==> src/rtl/excq_pkg.sv <==
package excq_pkg;

  // Two-bit machine state, A in the upper bit.
  localparam int PAIR_W = 2;
  localparam int BIT_A  = 1;
  localparam int BIT_B  = 0;

  // Characteristic of a JK flip-flop.
  function automatic logic jk_char(input logic j, input logic k, input logic q);
    return (j & ~q) | (~k & q);
  endfunction

  // Characteristic of a T flip-flop.
  function automatic logic t_char(input logic t, input logic q);
    return t ^ q;
  endfunction

endpackage

==> src/rtl/excq_rst_sync.sv <==
module excq_rst_sync #(
  parameter int STAGES = 2
) (
  input  logic clk,
  input  logic arst_n,
  output logic srst_n
);

  logic [STAGES-1:0] chain;

  // Asserts immediately, releases after STAGES rising edges.
  always_ff @(posedge clk or negedge arst_n) begin
    if (!arst_n) begin
      chain <= '0;
    end else begin
      chain <= {chain[STAGES-2:0], 1'b1};
    end
  end

  assign srst_n = chain[STAGES-1];

endmodule

==> src/rtl/excq_dff.sv <==
module excq_dff #(
  parameter int W = 1
) (
  input  logic         clk,
  input  logic         clr_n,
  input  logic [W-1:0] d,
  output logic [W-1:0] q
);

  always_ff @(posedge clk or negedge clr_n) begin
    if (!clr_n) begin
      q <= '0;
    end else begin
      q <= d;
    end
  end

endmodule

==> src/rtl/excq_jkff.sv <==
module excq_jkff
  import excq_pkg::*;
#(
  parameter int W = 2
) (
  input  logic         clk,
  input  logic         clr_n,
  input  logic [W-1:0] j,
  input  logic [W-1:0] k,
  output logic [W-1:0] q
);

  logic [W-1:0] nxt;

  for (genvar i = 0; i < W; i++) begin : g_bit
    assign nxt[i] = jk_char(j[i], k[i], q[i]);
  end

  always_ff @(posedge clk or negedge clr_n) begin
    if (!clr_n) begin
      q <= '0;
    end else begin
      q <= nxt;
    end
  end

endmodule

==> src/rtl/excq_tff.sv <==
module excq_tff
  import excq_pkg::*;
#(
  parameter int W = 2
) (
  input  logic         clk,
  input  logic         clr_n,
  input  logic [W-1:0] t,
  output logic [W-1:0] q
);

  logic [W-1:0] nxt;

  for (genvar i = 0; i < W; i++) begin : g_bit
    assign nxt[i] = t_char(t[i], q[i]);
  end

  always_ff @(posedge clk or negedge clr_n) begin
    if (!clr_n) begin
      q <= '0;
    end else begin
      q <= nxt;
    end
  end

endmodule

==> src/rtl/excq_trio.sv <==
module excq_trio
  import excq_pkg::*;
#(
  parameter int SYNC_STAGES = 2
) (
  input  logic              clk,
  input  logic              rst_n,
  input  logic              d_x,
  input  logic              d_y,
  input  logic              jk_x,
  input  logic              t_x,
  output logic              d_state,
  output logic [PAIR_W-1:0] jk_state,
  output logic [PAIR_W-1:0] t_state,
  output logic              t_y
);

  logic run_n;

  excq_rst_sync #(.STAGES(SYNC_STAGES)) u_sync (
    .clk    (clk),
    .arst_n (rst_n),
    .srst_n (run_n)
  );

  // D machine: parity of state and both inputs.
  logic [0:0] d_q;
  logic [0:0] d_in;
  assign d_in[0] = d_q[0] ^ d_x ^ d_y;

  excq_dff #(.W(1)) u_dbit (
    .clk   (clk),
    .clr_n (run_n),
    .d     (d_in),
    .q     (d_q)
  );

  // JK machine.
  logic [PAIR_W-1:0] jk_q;
  logic [PAIR_W-1:0] jk_j;
  logic [PAIR_W-1:0] jk_k;
  assign jk_j[BIT_A] = jk_q[BIT_B];
  assign jk_k[BIT_A] = jk_q[BIT_B] & ~jk_x;
  assign jk_j[BIT_B] = ~jk_x;
  assign jk_k[BIT_B] = jk_q[BIT_A] ^ jk_x;

  excq_jkff #(.W(PAIR_W)) u_jkpair (
    .clk   (clk),
    .clr_n (run_n),
    .j     (jk_j),
    .k     (jk_k),
    .q     (jk_q)
  );

  // T machine.
  logic [PAIR_W-1:0] t_q;
  logic [PAIR_W-1:0] t_t;
  assign t_t[BIT_A] = t_q[BIT_B] & t_x;
  assign t_t[BIT_B] = t_x;

  excq_tff #(.W(PAIR_W)) u_tpair (
    .clk   (clk),
    .clr_n (run_n),
    .t     (t_t),
    .q     (t_q)
  );

  assign d_state  = d_q[0];
  assign jk_state = jk_q;
  assign t_state  = t_q;
  assign t_y      = t_q[BIT_A] & t_q[BIT_B];

endmodule

==> config.mk <==
export PLATFORM = sky130hd
export DESIGN_NAME = excq_trio
export DESIGN_NICKNAME = d
export VERILOG_FILES = /design/src/rtl/excq_pkg.sv /design/src/rtl/excq_rst_sync.sv /design/src/rtl/excq_dff.sv /design/src/rtl/excq_jkff.sv /design/src/rtl/excq_tff.sv /design/src/rtl/excq_trio.sv
export SDC_FILE = /design/constraint.sdc
export NUM_CORES = 1
export LEC_CHECK = 0
export BUFFER_PORTS_ARGS = -buffer_cell sky130_fd_sc_hd__clkbuf_2
export CORE_AREA = 4 4 41 43
export DETAILED_ROUTE_END_ITERATION = 6
export DIE_AREA = 0 0 45 47
export PLACE_DENSITY_LB_ADDON = 0.2
export SKIP_CTS_REPAIR_TIMING = 1
export SYNTH_ARGS = -nofsm -noshare
export SYNTH_HDL_FRONTEND = slang
export SYNTH_SLANG_ARGS = --single-unit
==> constraint.sdc <==
create_clock -name clk -period 1.4 [get_ports clk]
set_input_delay 0.14 -clock clk [delete_from_list [all_inputs] [get_ports clk]]
set_output_delay 0.14 -clock clk [all_outputs]
set_load 0.02 [all_outputs]
Yosys cells after proc, flatten, opt, wreduce, memory -nomap -nowiden --
Index checks and enable logic that the tools add are counted.
Word-level totals: register bits 7, logic and storage cells 23, latch bits 0, RAM bits 0, bits in read-only memories 0, memories 0
Operators by class: reduce and logical (&&, ||, !) cells 0, order comparisons 0, mux-type cells 0, shifts and indexed selects 0, $add $sub $neg 0, div/mod/pow operators 0, bitwise gates (word level) 19, multipliers 0, eq/ne operators 0
Operator list (count):
- $and 1x1->1 | 7
- $not 1->1 | 5
- $xor 1x1->1 | 5
- $or 1x1->1 | 2

Longest topological paths before layout --
word-level depth 5, mapped depth 2, mapped depth without buffers 2

Hierarchy --
Synthesis repeated with hierarchy kept, for this count alone.
Unflattened totals: cell total of the unflattened synthesis 20, area, all modules 279.0 µm²
Modules (own cells, without submodules):
- excq_jkff | sequential area each 50.0 µm², cells each 6, area each 77.6 µm², times used 1
- excq_tff | sequential area each 50.0 µm², cells each 4, area each 67.6 µm², times used 1
- excq_trio | sequential area each 0.0 µm², cells each 6, area each 55.1 µm², times used 1
- excq_rst_sync | sequential area each 50.0 µm², cells each 3, area each 53.8 µm², times used 1
- excq_dff | sequential area each 25.0 µm², cells each 1, area each 25.0 µm², times used 1

Worst setup path before layout --
Ideal clock, no wire load.
kind register to register, start point register u_tpair.q[0], end point register u_tpair.q[1], arrival time 0.803 ns, path slack 0.462 ns, cell stages (with the launch flop) 3, data required time 1.265 ns, library setup time 0.135 ns, cells stage by stage dfrtp_1 > ha_1 > xor2_1
On the way: word-level cells in the longest chain between the ends 2
RTL lines:
- start, declared | RTL line excq_tff.sv:9 | output logic [W-1:0] q
- start signal, assigned | RTL line excq_tff.sv:22 | q <= nxt;
- $and 1x1->1 | RTL line excq_trio.sv:58 | assign t_t[BIT_A] = t_q[BIT_B] & t_x;
- $xor 1x1->1 | RTL line excq_pkg.sv:15 | return t ^ q;
- net u_tpair.nxt[1] | RTL line excq_tff.sv:12 | logic [W-1:0] nxt;
The timed path passes the listed nets, and every way through them passes these cells.

Worst setup path after layout --
start point register u_tpair.q[0], end point output port t_y
On the way: word-level cells in the longest chain between the ends 1
RTL lines:
- $and 1x1->1 | RTL line excq_trio.sv:71 | assign t_y = t_q[BIT_A] & t_q[BIT_B];
- end, declared | RTL line excq_trio.sv:15 | output logic t_y
Every way passes these cells.

==> out/results.ini <==
[routing]
ant_nets = 0
drc_errors = 0
avgViaCountPerCell = 3.750
wl_um = 423
drt-pass1-iter-count = 1
detailedRoute.firstIterationViolations = 0
num_vias = 180
wl_per_cell_um = 8.813

[flow_run]
drv_cap = 0

[sta]
setup_tns_ns = 0
hold_slack_ns = 0.07899
finalHoldViolCount = 0
slew_viol_final = 0
clock_skew_ns = 0.002985
worst_slack_ns = 0.3168
fmax_mhz = 923.2
finalCriticalPeriod_ns = 1.083
setup_violations = 0
rsz0062_at_grt = false
min_period_over_period_pct = 77.37

[min_path]
min_path_type = reg2async

[critical_path]
cp-start-kind = flop
cp_max_fo = 3
max_stage_delay_ns = 0.39
crit_family = flip-flops
crit_slowest_cell = dfrtp_1
path_class = reg2out
path_cells = and2_1 -> clkbuf_2
path_buf_inv = 1
endpoint_kind = output port
arrival_ns = 0.94
worstPathRequired_ns = 1.26

[clock_network]
cts_tree = yes
clock_sinks = 7
htreeDepth = 1
cts-root-buf = clkbuf_4
numCtsBuffers = 3
clock_latency_ns = 0.25
clkSlewWorstSetupHoldPaths_ns = 0.06
clockBufferDepth = 2

[yosys]
syn_area_per_cell_sq_um = 14.72
ys.warnings.count = 0
synthCells = 17
ys_seq_area_share_pct = 70.00
syn_nets = 24
netlist_area_sq_um = 250.2
yosysUniqueCellTypes = 9
ys_seq_elements = 7

[finish]
drive_above_1_share_pct = 48.48
antennaDiodeCount = 0
synthToLayoutAreaGrowth_pct = 44.50
final_cell_mix = clkbuf_2 (11), dfrtp_1 (7), clkbuf_4 (3), xor2_1 (2), xnor2_1 (2)
fin_nets = 41
final_common_cell = clkbuf_2
fin_cells = 48

[floorplan]
num_rows = 13
coreArea_sq_mm = 0.001301
start_util_pct = 19.23
chipHeight_um = 47
ioPinCount = 12
die_area_sq_mm = 0.002115
fp.dieW_um = 45

[placed_design]
portBuffers = 11
hpwl_um = 352.3
pre_cts_slack_ns = 0.5488
dp.cells = 43
place.gp.congestion = 0.6378

[power]
p_total_uw = 844.5
peakVddDrop_mv = 0.8425
power.leakage_uw = 0.0001829
power_density_mw_per_mm2 = 2336

[grt]
grt_use_total_pct = 5.167
antenna_found_initial = 0
grt_max_degree = 6
gr-total-overflow = 0
grt_pass1_wl_um = 724
grt_pass1_vias = 188

[outcome]
status = finished, final reports clean

## sequential cells by signal (all words and copies together), names as in the netlist
register      cells
u_dbit.q          1
u_jkpair.q        2
u_sync.chain      2
u_tpair.q         2
## cells in the mapped netlist, drive strengths merged
| cell | number | area share, % |
|---|---|---|
| xor2 | 2 | 7.0 |
| xnor2 | 2 | 7.0 |
| nor2 | 1 | 1.5 |
| dfrtp | 7 | 70 |
| conb | 1 | 1.5 |
| nand2 | 1 | 1.5 |
| and2 | 1 | 2.5 |
| o21ba | 1 | 4.0 |
| ha | 1 | 5.0 |
## power by group
part	switching, uW	total, uW	internal [uW]
clock network	78.1	183	104
registers	54.3	334	280
logic	195	328	133
## metrics by stage
| step | util [%] | area [sq um] |
|---|---|---|
| 4_1_cts | 27.02 | 351.6 |
| 2_1_floorplan | - | 250.2 |
| 3_5_place_dp | 24.90 | 324.1 |
| 6_report | 27.79 | 361.6 |
| 5_1_grt | 27.79 | 361.6 |
| 3_3_place_gp | 24.90 | 324.1 |
## final cells by class
cell class / instances / area, sq um
Clock buffer: 3 / 22.52
Clock inverter: 1 / 5.005
Fill cell: 148 / 939.7
Multi-Input combinational cell: 10 / 75.07
Sequential cell: 7 / 175.2
Tap cell: 15 / 18.77
Timing Repair Buffer: 12 / 65.06
## metal layers
| layer | up-vias | track usage (%) | routed length, um |
|---|---|---|---|
| met5 | - | 0 | 0 |
| met4 | 0 | 3.509 | 0 |
| met3 | 0 | 3.831 | 78 |
| met2 | 11 | 7.062 | 169 |
| met1 | 83 | 5.556 | 174 |
| li1 | 86 | - | - |
## cell families (layout without fill, tap and decap cells)
| logic type | Yosys count | count (layout) | share of synthesized area [%] |
|---|---|---|---|
| fa+ha+maj | 1 | 1 | 4.999 |
| xor+xnor | 4 | 4 | 14.00 |
| flops | 7 | 7 | 70.00 |
| buf+inv | 0 | 16 | 0 |
| other cells | 1 | 1 | 1.499 |
| simple gates | 3 | 3 | 5.499 |
| compound gates | 1 | 1 | 4.000 |
## worst reg2reg max path: cells and delay by family, from the launching register on
kind | cells | cell delay (ns)
DFF | 1 | 0.39
xor gates and xnor gates | 1 | 0.16
adders and majority gates | 1 | 0.19
## worst paths after layout
kind,start,endpoint,slack (ns),depth (start not counted)
min reg2reg,u_sync.chain[1],u_tpair.q[0],0.08,0
max reg2reg,u_tpair.q[0],u_tpair.q[1],0.55,2
min in group clk,d_y,u_dbit.q,0.09,2
max,u_tpair.q[0],t_y,0.32,2
min,u_sync.chain[1],u_tpair.q[0],0.08,0
max in group asynchronous,rst_n,u_sync.chain[1],1.10,2
No activity file was read; power rests on OpenSTA's default activity.
